==> config.mk <==
export PLATFORM = sky130hd
export DESIGN_NAME = ptr_addr_gen
export DESIGN_NICKNAME = d
export VERILOG_FILES = /design/src/rtl/pag_pkg.sv /design/src/rtl/pag_ptr_bank.sv /design/src/rtl/pag_calc.sv /design/src/rtl/pag_hold.sv /design/src/rtl/ptr_addr_gen.sv
export SDC_FILE = /design/constraint.sdc
export NUM_CORES = 1
export LEC_CHECK = 0
export ABC_AREA = 0
export BUFFER_PORTS_ARGS = -buffer_cell sky130_fd_sc_hd__buf_2
export CORE_ASPECT_RATIO = 0.5
export CORE_MARGIN = 3
export CORE_UTILIZATION = 55
export DETAILED_ROUTE_END_ITERATION = 8
export PLACE_DENSITY = 0.95
export SLEW_MARGIN = 20
export SYNTH_ARGS = -nofsm -noshare
export SYNTH_HDL_FRONTEND = slang
export SYNTH_SLANG_ARGS = --single-unit
==> constraint.sdc <==
create_clock -name clk -period 4.8 [get_ports clk]
set_input_delay 0.48 -clock clk [delete_from_list [all_inputs] [get_ports clk]]
set_output_delay 0.48 -clock clk [all_outputs]
set_load 0.01 [all_outputs]
==> src/rtl/pag_pkg.sv <==
package pag_pkg;

  typedef enum logic [2:0] {
    M_IND      = 3'd0,
    M_PREDEC   = 3'd1,
    M_POSTINC  = 3'd2,
    M_DISP     = 3'd3,
    M_DIRECT   = 3'd4,
    M_IODIR    = 3'd5,
    M_CONST    = 3'd6,
    M_CONSTINC = 3'd7
  } pag_mode_e;

endpackage

==> src/rtl/pag_ptr_bank.sv <==
module pag_ptr_bank #(
  parameter int BYTE_W = 8,
  parameter int NPTR   = 3,
  parameter int SEL_W  = 2,
  parameter int PTR_W  = 2 * BYTE_W,
  parameter int REG_W  = 2 * NPTR * BYTE_W
) (
  input  logic [REG_W-1:0] regs,
  input  logic [SEL_W-1:0] sel,
  output logic [PTR_W-1:0] ptr,
  output logic             ptr_ok
);

  logic [PTR_W-1:0] pairs [NPTR];

  // Each pointer joins an even (low) and odd (high) register byte.
  for (genvar g = 0; g < NPTR; g++) begin : g_pair
    assign pairs[g] = {regs[(2*g+1)*BYTE_W +: BYTE_W], regs[(2*g)*BYTE_W +: BYTE_W]};
  end

  always_comb begin
    ptr    = '0;
    ptr_ok = 1'b0;
    for (int i = 0; i < NPTR; i++) begin
      if (sel == SEL_W'(i)) begin
        ptr    = pairs[i];
        ptr_ok = 1'b1;
      end
    end
  end

endmodule

==> src/rtl/pag_calc.sv <==
module pag_calc
  import pag_pkg::*;
#(
  parameter int PTR_W   = 16,
  parameter int PAGE_W  = 8,
  parameter int DISP_W  = 6,
  parameter int IO_W    = 6,
  parameter int SEL_W   = 2,
  parameter int IO_BASE = 32,
  parameter int ADDR_W  = PAGE_W + PTR_W
) (
  input  logic [2:0]        mode,
  input  logic [SEL_W-1:0]  sel,
  input  logic              ext,
  input  logic [DISP_W-1:0] disp,
  input  logic [IO_W-1:0]   io,
  input  logic [PTR_W-1:0]  imm,
  input  logic [PAGE_W-1:0] page,
  input  logic [PTR_W-1:0]  ptr,
  input  logic              ptr_ok,
  output logic [ADDR_W-1:0] addr,
  output logic              byte_hi,
  output logic              wb_en,
  output logic [PTR_W-1:0]  wb_val,
  output logic              err
);

  localparam int WADDR_W = ADDR_W - 1;

  pag_mode_e          m;
  logic [PTR_W-1:0]   p_dec, p_inc, p_disp;
  logic [WADDR_W-1:0] waddr;
  logic               uses_ptr;
  logic               disp_bad;

  assign m      = pag_mode_e'(mode);
  assign p_dec  = ptr - PTR_W'(1);
  assign p_inc  = ptr + PTR_W'(1);
  assign p_disp = ptr + PTR_W'(disp);
  assign waddr  = ext ? {page, ptr[PTR_W-1:1]} : {{PAGE_W{1'b0}}, ptr[PTR_W-1:1]};

  always_comb begin
    addr     = '0;
    byte_hi  = 1'b0;
    wb_en    = 1'b0;
    wb_val   = '0;
    uses_ptr = 1'b1;
    disp_bad = 1'b0;
    unique case (m)
      M_IND: addr = ADDR_W'(ptr);
      M_PREDEC: begin
        addr   = ADDR_W'(p_dec);
        wb_en  = 1'b1;
        wb_val = p_dec;
      end
      M_POSTINC: begin
        addr   = ADDR_W'(ptr);
        wb_en  = 1'b1;
        wb_val = p_inc;
      end
      M_DISP: begin
        addr     = ADDR_W'(p_disp);
        disp_bad = (sel == '0);
      end
      M_DIRECT: begin
        addr     = ADDR_W'(imm);
        uses_ptr = 1'b0;
      end
      M_IODIR: begin
        addr     = ADDR_W'(IO_BASE) + ADDR_W'(io);
        uses_ptr = 1'b0;
      end
      M_CONST: begin
        addr    = ADDR_W'(waddr);
        byte_hi = ptr[0];
      end
      M_CONSTINC: begin
        addr    = ADDR_W'(waddr);
        byte_hi = ptr[0];
        wb_en   = 1'b1;
        wb_val  = p_inc;
      end
      default: addr = '0;
    endcase
    err = (uses_ptr && !ptr_ok) || disp_bad;
    if (err) begin
      addr    = '0;
      byte_hi = 1'b0;
      wb_en   = 1'b0;
      wb_val  = '0;
    end
  end

endmodule

==> src/rtl/pag_hold.sv <==
module pag_hold #(
  parameter int W = 8
) (
  input  logic         clk,
  input  logic         rst_n,
  input  logic         in_valid,
  output logic         in_ready,
  input  logic [W-1:0] in_data,
  output logic         out_valid,
  input  logic         out_ready,
  output logic [W-1:0] out_data
);

  assign in_ready = !out_valid || out_ready;

  always_ff @(posedge clk or negedge rst_n) begin
    if (!rst_n) begin
      out_valid <= 1'b0;
      out_data  <= '0;
    end else if (in_ready) begin
      out_valid <= in_valid;
      if (in_valid) out_data <= in_data;
    end
  end

endmodule

==> src/rtl/ptr_addr_gen.sv <==
module ptr_addr_gen #(
  parameter int BYTE_W  = 8,
  parameter int NPTR    = 3,
  parameter int PAGE_W  = 8,
  parameter int DISP_W  = 6,
  parameter int IO_W    = 6,
  parameter int IO_BASE = 32,
  localparam int PTR_W  = 2 * BYTE_W,
  localparam int ADDR_W = PAGE_W + PTR_W,
  localparam int SEL_W  = $clog2(NPTR + 1),
  localparam int REG_W  = 2 * NPTR * BYTE_W
) (
  input  logic              clk,
  input  logic              rst_n,
  input  logic              in_valid,
  output logic              in_ready,
  input  logic [2:0]        in_mode,
  input  logic [SEL_W-1:0]  in_sel,
  input  logic              in_ext,
  input  logic [DISP_W-1:0] in_disp,
  input  logic [IO_W-1:0]   in_io,
  input  logic [PTR_W-1:0]  in_imm,
  input  logic [PAGE_W-1:0] in_page,
  input  logic [REG_W-1:0]  in_regs,
  output logic              out_valid,
  input  logic              out_ready,
  output logic [ADDR_W-1:0] out_addr,
  output logic              out_byte_hi,
  output logic              out_wb_en,
  output logic [SEL_W-1:0]  out_wb_sel,
  output logic [PTR_W-1:0]  out_wb_val,
  output logic              out_err
);

  localparam int PAY_W = ADDR_W + PTR_W + SEL_W + 3;

  logic [PTR_W-1:0]  ptr;
  logic              ptr_ok;
  logic [ADDR_W-1:0] c_addr;
  logic              c_byte_hi, c_wb_en, c_err;
  logic [PTR_W-1:0]  c_wb_val;
  logic [PAY_W-1:0]  pay_in, pay_out;

  pag_ptr_bank #(
    .BYTE_W(BYTE_W), .NPTR(NPTR), .SEL_W(SEL_W)
  ) u_bank (
    .regs   (in_regs),
    .sel    (in_sel),
    .ptr    (ptr),
    .ptr_ok (ptr_ok)
  );

  pag_calc #(
    .PTR_W(PTR_W), .PAGE_W(PAGE_W), .DISP_W(DISP_W), .IO_W(IO_W),
    .SEL_W(SEL_W), .IO_BASE(IO_BASE), .ADDR_W(ADDR_W)
  ) u_calc (
    .mode    (in_mode),
    .sel     (in_sel),
    .ext     (in_ext),
    .disp    (in_disp),
    .io      (in_io),
    .imm     (in_imm),
    .page    (in_page),
    .ptr     (ptr),
    .ptr_ok  (ptr_ok),
    .addr    (c_addr),
    .byte_hi (c_byte_hi),
    .wb_en   (c_wb_en),
    .wb_val  (c_wb_val),
    .err     (c_err)
  );

  assign pay_in = {c_addr, c_byte_hi, c_wb_en, in_sel, c_wb_val, c_err};

  pag_hold #(.W(PAY_W)) u_hold (
    .clk       (clk),
    .rst_n     (rst_n),
    .in_valid  (in_valid),
    .in_ready  (in_ready),
    .in_data   (pay_in),
    .out_valid (out_valid),
    .out_ready (out_ready),
    .out_data  (pay_out)
  );

  assign {out_addr, out_byte_hi, out_wb_en, out_wb_sel, out_wb_val, out_err} = pay_out;

endmodule

### After elaboration in Yosys (flattened, before gate mapping)

Cells that the tools add are included.

| word-level totals | value |
|---|---|
| register bits after elaboration | 46 |
| input bits | 94 |

| cells by class | value |
|---|---|
| add/sub/neg operators | 4 |
| equality and inequality tests | 9 |
| muxes and demuxes | 17 |
| reduce and logical (&&, ||, !) cells | 13 |

Operator list:

| operator | count |
|---|---|
| $pmux W24 S6 | 1 |
| $mux W16 | 4 |
| $pmux W16 S2 | 1 |
| $mux W24 | 1 |
| $mux W23 | 1 |
| $add A16 B1 Y16 const B | 1 |
| $add A16 B6 Y16 | 1 |
| $sub A16 B1 Y16 const B | 1 |
| $eq A3 B3 Y1 const B | 4 |
| $mux W1 | 9 |
| $reduce_or A2 Y1 | 4 |
| $add A6 B6 Y7 const A | 1 |
| $eq A3 B2 Y1 const B | 2 |
| $eq A3 B1 Y1 const B | 1 |
| $logic_not A3 Y1 | 1 |
| $reduce_or A3 Y1 | 1 |
| $eq A2 B1 Y1 const B | 1 |
| $eq A2 B2 Y1 const B | 1 |
| $logic_not A1 Y1 | 2 |
| $logic_not A2 Y1 | 1 |
| $logic_or A1 B1 Y1 | 2 |
| $reduce_and A2 Y1 | 1 |
| $logic_and A1 B1 Y1 | 1 |

### Longest topological paths before layout

Gate-level depths: netlist (run 1).

| depth | value |
|---|---|
| depth after elaboration | 8 |
| gate-level depth with buffers | 12 |

### Modules after synthesis

A second synthesis (run 1) with hierarchy kept.

| unflattened totals | value |
|---|---|
| cells, all modules | 477 |
| area, all modules | 4352.9 µm² |

Modules (own cells, without submodules):

| module | instances | cells an instance | area each (µm²) | seq. area each (µm²) |
|---|---|---|---|---|
| pag_calc | 1 | 339 | 2082.0 | 0.0 |
| pag_hold | 1 | 98 | 1884.3 | 1151.1 |
| pag_ptr_bank | 1 | 40 | 386.6 | 0.0 |

### Least setup slack after synthesis (run 1)

Ideal clock, no wire load.

| timing | value |
|---|---|
| path type | input-to-reg |
| start point | input in_sel[0] |
| end point | register u_hold.out_data[33] |
| arrival | 2864 ps |
| data required time | 4665 ps |
| setup slack | 1801 ps |
| stages on the path | 12 |
| buffers on the path | 1 |
| path through | buf_6 > mux2i_1 > o2bb2ai_2 > ha_1 > fa_1 > a211oi_1 > o21bai_1 > a21oi_1 > nor3_1 > xor2_1 > a221oi_1 > a21oi_1 |

| on the way | value |
|---|---|
| cells in the longest elaborated chain, start to end | 8 |

Ends and longest elaborated chain:

| item | line | source |
|---|---|---|
| from (decl) | ptr_addr_gen.sv:18 | `input logic [SEL_W-1:0] in_sel,` |
| parallel branches: the longest is 7 deep, another holds $add A16 B6 Y16 | n/a |  |
| $mux W24 * | pag_calc.sv:86 | `if (err) begin` |
| to (signal assigned) | pag_hold.sv:22 | `if (in_valid) out_data <= in_data;` |
| to (decl) | pag_hold.sv:11 | `output logic [W-1:0] out_data` |

Every way passes the cells marked *. The select of a mux whose other input is x is not followed.
A chain may end at the register's enable or synchronous reset.

### Worst setup path in the final report (run 1)

| timing | value |
|---|---|
| start point | input in_sel[0] |
| end point | register u_hold.out_data[36] |

The elaborated chain is that of the path after synthesis.

==> metrics.cfg, run 1 <==
[setup_path]
rr_endpoint=u_hold.out_data[6]
critPathLaunchType=primary input
rr_worst_depth=8
worstPathCellList=buf_2, mux2i_1, o2bb2ai_1, ha_1, o21ai_0, nor3_1, o2111ai_1, nor4_1, xor2_1, nand2_1, o311ai_2
cp-endpoint=u_hold.out_data[36]
required_ps=4950
r2r-start=u_hold.out_valid
crit_fanout=22
worstSetupPathType=in2reg
cp.arrival_ps=3990
cp_slowest_cell=o2bb2ai_1
rrSetupSlack_ps=2070
crit_path_start=in_sel[0]
crit_path_end_kind=flop
max_stage_delay_ps=870

[final_layout]
diodes=0
synthToLayoutAreaGrowth_pct=21.5
final_core_util_pct=70.1
final_nets=655
layout-drive-gt1-share_pct=32.5

[floorplanning]
num_io_pins=141
num_rows=21
fp.dieH_um=65.8
die-area_um2=8250
die_width_um=126
core_um2=6810
start_util_pct=57.7

[grt]
grt_pass1_wl_um=20700
grtUsageTotal_pct=32.2
antenna_found_initial=0
grt_max_degree=46
grt_overflow=0
grt_pass1_vias=3899

[timing]
fmax_ghz=0.261
drv_slew=0
period_needed_ps=3840
period_share_pct=80.0
hold_violations=0
fin_skew_ps=5.24
tightest_slew_ps=1070
fin_setup_tns_ps=0
max_slew_margin_pct=28.7
setup_viol=0
rsz0062_at_grt=false

[placed_design]
io_buffers=139
dp_hpwl_um=10500
gp_congestion=1.08

[synth]
synthFlopType=dfrtp_1
synthArstFlopShare_pct=100
ys_warn_count=0
ys_ff_latch=45
synth_edf_count=0
synth_common_cells=45 x dfrtp_1, 45 x nand2_1, 28 x xnor2_1, 24 x nor2_1, 23 x a21oi_1
syn-mean-instance-area_um2=9.16
seq_area_frac_synth_pct=28.7
synth_area_leaders=dfrtp_1 29%, xnor2_1 6.2%, o2bb2ai_4 4.9%
syn_inst=429
netlist_area_um2=3930
synth_top_area_share_pct=28.7
synth_nets=532
yosysTopAreaCell=dfrtp_1
synth_cell_type_count=64

[power_and_ir_drop]
power_density_nw_per_um2=261
peakVddDrop_uv=155
p_leak_nw=2.15

[detailed_routing]
via_per_inst=6.51
first_iter_violations=559
first_pass_iters=6
num_vias=4200
drcViolationCount=0
routed_wirelength_um=13500
wire_per_inst_um=21.0
detail-route-antenna-nets=0

[clock_tree]
htreeDepth=2
clk_path_buf_depth=2
clock-root-buffer=clkbuf_16
postCtsSetupRepairBufs=0
cts_buffers=5
ctsResizeCount=0
clock_sinks=45
holdBufCountCts=0
path_clk_slew_ps=70
clk_latency_ps=290
tritoncts=done

[hold_path]
hold_path.class=in2async

[run_status]
status=completed

[flow_run]
max-cap-violations=0

==> state kept, by name, indices dropped and copies added (netlist names) <==
name,flops
u_hold.out_valid,1
u_hold.out_data,44
==> per-stage QoR <==
step	total power, mW	area (um2)	instances	worst slack, ps	hold WS (ps)
after floorplan	0.728	3930	429	1800	184
after global placement	0.887	4620	637	851	460
after detailed placement	0.896	4620	637	776	464
after CTS	1.24	4770	645	1080	388
after global routing	1.30	4770	645	769	230
final	1.24	4770	645	962	183
==> report_power, final <==
group	leakage [nW]	total (mW)	internal (mW)	switching (mW)
registers	0.596	0.444	0.420	0.0238
logic	1.48	0.461	0.178	0.283
clock network	0.0738	0.340	0.194	0.147
total	2.15	1.24	0.791	0.454
==> layer usage <==
metal,part of all wire (%),vias up,global-route usage [%]
li1,-,1893,-
met1,42,1955,45.2
met2,40,327,45.6
met3,17,23,13.2
met4,1.1,2,7.03
met5,0.43,-,5.88
==> cell families after synthesis <==
group | count (synthesis) | synth area share [%]
simple gates | 132 | 18.5
fa+ha+maj | 9 | 3.06
flops | 45 | 28.7
other cells | 1 | 0.0955
compound gates | 156 | 32.7
xor+xnor | 33 | 7.36
buf+inv | 32 | 4.08
mux | 21 | 5.51
==> cell type report <==
cell class	count	area [um2]
fill	565	2030
multi-input combinational	352	2640
clock inverter	3	22.5
tap	92	115
sequential	45	1130
clock buffer	5	125
timing repair buffer	142	721
inverter	6	22.5
==> how the worst min path moves through the flow <==
stage                        startpoint  slack, ps                  end
CTS                               rst_n        390  u_hold.out_data[12]
finish                            rst_n        180  u_hold.out_data[12]
detailed placement  u_hold.out_data[22]        460  u_hold.out_data[22]
global route                      rst_n        230  u_hold.out_data[14]
floorplan                         rst_n        180   u_hold.out_data[0]
global placement    u_hold.out_data[22]        460  u_hold.out_data[22]
==> worst max-delay path: cells and delay by family <==
family                   cells  cell delay (ps)
adder cells (fa/ha/maj)      1              300
buffers and inverters        1              480
AO/OA/AOI/OAI                4             1380
XOR/XNOR                     1              160
AND/OR/NAND/NOR              3             1040
multiplexers                 1              160
==> layout by cell type (no fill, tap or decap), types with 3 or more instances in the layout <==
master	netlist	final
nor2b_1	3	3
o2bb2ai_1	3	3
buf_2	2	138
a31oi_1	3	3
nand4_1	5	5
o31a_1	3	3
a22o_1	14	14
nor4_1	4	4
inv_1	4	4
clkbuf_16	0	5
o2bb2ai_4	7	7
o211ai_1	7	7
a222oi_1	3	3
a221oi_1	3	3
nand3_1	14	14
o21ai_1	6	6
a21oi_1	23	23
a22oi_1	22	22
ha_1	8	8
mux2i_1	18	18
o21ai_0	19	19
dfrtp_1	45	45
nor3_1	9	9
nor2_1	24	24
o21bai_1	3	3
nand2_1	45	45
a21o_1	4	4
buf_4	4	4
xnor2_1	28	28
o31ai_1	3	3
nand4_2	3	3
nand2b_1	5	5
o22ai_1	9	9
nand3b_1	3	3
o2bb2ai_2	5	5
xor2_1	5	5
o21a_1	3	3
o221ai_1	5	5
Power figures use the tool's default switching activity.
==> inputs of run 2 (changes only) <==
--- a/config.mk
+++ b/config.mk
@@ -5,13 +5,13 @@
 export SDC_FILE = /design/constraint.sdc
 export NUM_CORES = 1
 export LEC_CHECK = 0
-export ABC_AREA = 0
+export ABC_AREA = 1
 export BUFFER_PORTS_ARGS = -buffer_cell sky130_fd_sc_hd__buf_2
 export CORE_ASPECT_RATIO = 0.5
 export CORE_MARGIN = 3
-export CORE_UTILIZATION = 55
+export CORE_UTILIZATION = 52
 export DETAILED_ROUTE_END_ITERATION = 8
-export PLACE_DENSITY = 0.95
+export PLACE_DENSITY = 0.93
 export SLEW_MARGIN = 20
 export SYNTH_ARGS = -nofsm -noshare
 export SYNTH_HDL_FRONTEND = slang
==> constraint.sdc (replaced) <==
create_clock -name clk -period 3.66 [get_ports clk]
set_input_delay 0.366 -clock clk [delete_from_list [all_inputs] [get_ports clk]]
set_output_delay 0.366 -clock clk [all_outputs]
set_load 0.01 [all_outputs]
==> run 2 against run 1 <==
  * Total power up 33%
  * Hold slack worse by 96 ps
  * Global-route usage down 1.7 points
  * Via count up 21%
  * Cell count up 36%
  * Synthesized area up 6.2%
  * Sequential share of layout area down 1.2 points
  * Sequential cell count unchanged
  * Clock skew up 5.5 ps
  * Sequential power up 32%
==> metrics.cfg, run 2 <==
[synth]
seq_area_frac_synth_pct=27.0  ; -1.7 points
syn_inst=640  ; +49%
synthAdderAreaFrac_pct=2.88  ; -0.18 points
synth_top_family_by_area=simple AND/OR/NAND/NOR gates
synthArstFlopShare_pct=100  ; unchanged
synth_area_leaders=dfrtp_1 27%, nand2_1 20%, nand3_1 11%
synth_top_area_share_pct=27.0  ; -1.7 points
ys_ff_latch=45  ; unchanged
synth_xor_area_share_pct=0.630  ; -6.7 points
synth_cell_type_count=45  ; -30%
synthFlopType=dfrtp_1
synth_compound_gate_area_share_pct=11.4  ; -21 points
netlist_area_um2=4170  ; +6.2%
synthSimpleGateAreaFrac_pct=47.9  ; +29 points
synth_nets=743  ; +40%
yosysMostFrequentCell=nand2_1
synth_common_cells=223 x nand2_1, 91 x nand3_1, 62 x inv_1, 45 x dfrtp_1, 33 x nor2_1
ys_warn_count=0  ; unchanged
yosysTopAreaCell=dfrtp_1
syn-mean-instance-area_um2=6.52  ; -29%
synth.area.mux_share_pct=0  ; -5.5 points
synth_edf_count=0  ; unchanged

[placed_design]
io_buffers=139  ; unchanged
gp_congestion=1.03  ; -5.1%
dp_hpwl_um=11300  ; +7.6%
placed_area_um2=4870  ; +5.4%
place_inst=868  ; +36%

[detailed_routing]
detail-route-antenna-nets=0  ; unchanged
first_pass_iters=6  ; unchanged
via_per_inst=5.82  ; -11%
num_vias=5095  ; +21%
drcViolationCount=0  ; unchanged
routed_wirelength_um=14700  ; +8.2%
wire_per_inst_um=16.7  ; -20%
first_iter_violations=666  ; +19%

[final_layout]
fin_area_um2=5020  ; +5.2%
layout-drive-gt1-share_pct=26.4  ; -6.1 points
final_nets=870  ; +33%
top_regs=u_hold.out_data: 44 flops, u_hold.out_valid: 1 flops
nFillCells=698  ; +24%
synthToLayoutAreaGrowth_pct=20.4
largest_reg_flops=44  ; unchanged
layout_common_cells=223 x nand2_1, 138 x buf_2, 91 x nand3_1
diodes=0  ; unchanged
fin_cells=876  ; +36%
regMostFlops=u_hold.out_data
layout_commonest_cell=nand2_1

[clock_tree]
path_clk_slew_ps=70  ; about the same
clk_path_buf_depth=2  ; unchanged
holdBufCountCts=0  ; unchanged
clk_latency_ps=290  ; about the same
clock_sinks=45  ; unchanged
ctsResizeCount=0  ; unchanged
postCtsSetupRepairBufs=0  ; unchanged
htreeDepth=2  ; unchanged
tritoncts=done
clock-root-buffer=clkbuf_16
cts_buffers=5  ; unchanged

[power_and_ir_drop]
p_total_mw=1.65  ; +33%
power_density_nw_per_um2=329  ; +26%
p_leak_nw=2.82  ; +31%
peakVddDrop_uv=213  ; +37%

[grt]
antenna_found_initial=1  ; +1
grtUsageTotal_pct=30.5  ; -1.7 points
grt_pass1_vias=4408  ; +13%
grt_max_degree=48  ; +4.3%
grt_pass1_wl_um=22800  ; +10%
grt_overflow=0  ; unchanged

[floorplanning]
num_io_pins=141  ; unchanged
die-area_um2=9200  ; +11%
num_rows=22  ; +4.8%
fp.dieH_um=69.3  ; +5.4%
start_util_pct=55.3  ; -2.4 points
core_um2=7540  ; +11%
die_width_um=133  ; +5.7%

[setup_path]
cp.arrival_ps=3230  ; -760 ps
cp_num_cells=16  ; +5
required_ps=3850  ; -1100 ps
crit_path_end_kind=flop
cp_slowest_cell=fa_1
crit_fanout=18  ; -18%
worstSetupPathType=in2reg
cp_top_family=simple AND/OR/NAND/NOR gates
max_stage_delay_ps=410  ; -460 ps
rr_worst_depth=7  ; -1
worstPathCellList=buf_2, inv_4, nand2_1, nor2_1, nor2_4, inv_1, ha_1, fa_1, nand4_1, o211ai_1, nand2_1, o21ai_0, nand3_1, nand3_1, nand2_1, nand2_1
critPathLaunchType=primary input
worst-path-buf-inv=3  ; +2
path_common_cell=nand2_1

[timing]
fin_skew_ps=10.7  ; +5.48 ps
max_slew_margin_pct=43.2  ; +15 points
drv_slew=0  ; unchanged
tightest_slew_ps=848  ; -222 ps
fin_setup_tns_ps=0  ; unchanged
setup_viol=0  ; unchanged
period_share_pct=83.0
rsz0062_at_grt=false
hold_violations=0  ; unchanged
period_needed_ps=3040
fmax_ghz=0.329
fin_hold_ws_ps=87.1  ; -95.6 ps

[hold_path]
hold_path.class=in2async

[flow_run]
max-cap-violations=0  ; unchanged

[run_status]
status=completed

## run 2: cell types whose count changed after synthesis, moves of 9 or more
cell      previous run  this run
nor2_2               0        12
nand2_1             45       223
a22o_1              14         2
o21ai_0             19        29
mux2i_1             18         0
nand3_1             14        91
nand3_2              0        10
inv_1                4        62
clkbuf_1            16         7
nor2_1              24        33
xnor2_1             28         0
nand3_4              0         9
a22oi_1             22         2
## run 2: power breakdown
part           total [mW]  internal [mW]  switching [mW]
Sequential          0.586          0.555          0.0313
Combinational       0.605          0.203           0.402
Clock               0.459          0.254           0.205
## run 2: area by class of cell
cell class	count	area, um2	area share, %
inverters	70	270	5.38
clock buffers	6	129	2.57
multi-input cells	503	2630	52.3
well taps	108	135	2.69
clock inverters	2	15.0	0.299
repair buffers	142	721	14.4
flip-flops and latches	45	1130	22.4
## run 2: logic make-up after synthesis
group / after synthesis
fa+ha+maj: 9
simple gates: 409
xor+xnor: 3
flops: 45
buf+inv: 92
compound gates: 81
other cells: 1
## run 2: per-layer routing
layer | GRT usage (%) | vias to the layer above | wire length [um]
li1 | - | 2352 | -
met2 | 41.9 | 396 | 5610
met1 | 45.8 | 2304 | 6330
met3 | 10.6 | 41 | 2430
met5 | 0 | - | 7
met4 | 6.11 | 2 | 267
## run 2: stage by stage
step                setup slack [ps]  util, %
floorplan                       1250        -
global placement                 590     64.6
detailed placement               426     64.6
CTS                              728     66.5
global route                     383     66.6
finish                           622     66.6
## run 2: final timing paths
kind | from | slack [ps] | endpoint
setup / recovery | in_sel[0] | 620 | u_hold.out_data[35]
hold / removal | rst_n | 90 | u_hold.out_data[39]
setup reg to reg | u_hold.out_valid | 1710 | u_hold.out_data[38]
hold reg to reg | u_hold.out_data[23] | 470 | u_hold.out_data[23]
max in group asynchronous | rst_n | 3190 | u_hold.out_data[22]
min in group clk | in_page[4] | 340 | u_hold.out_data[40]
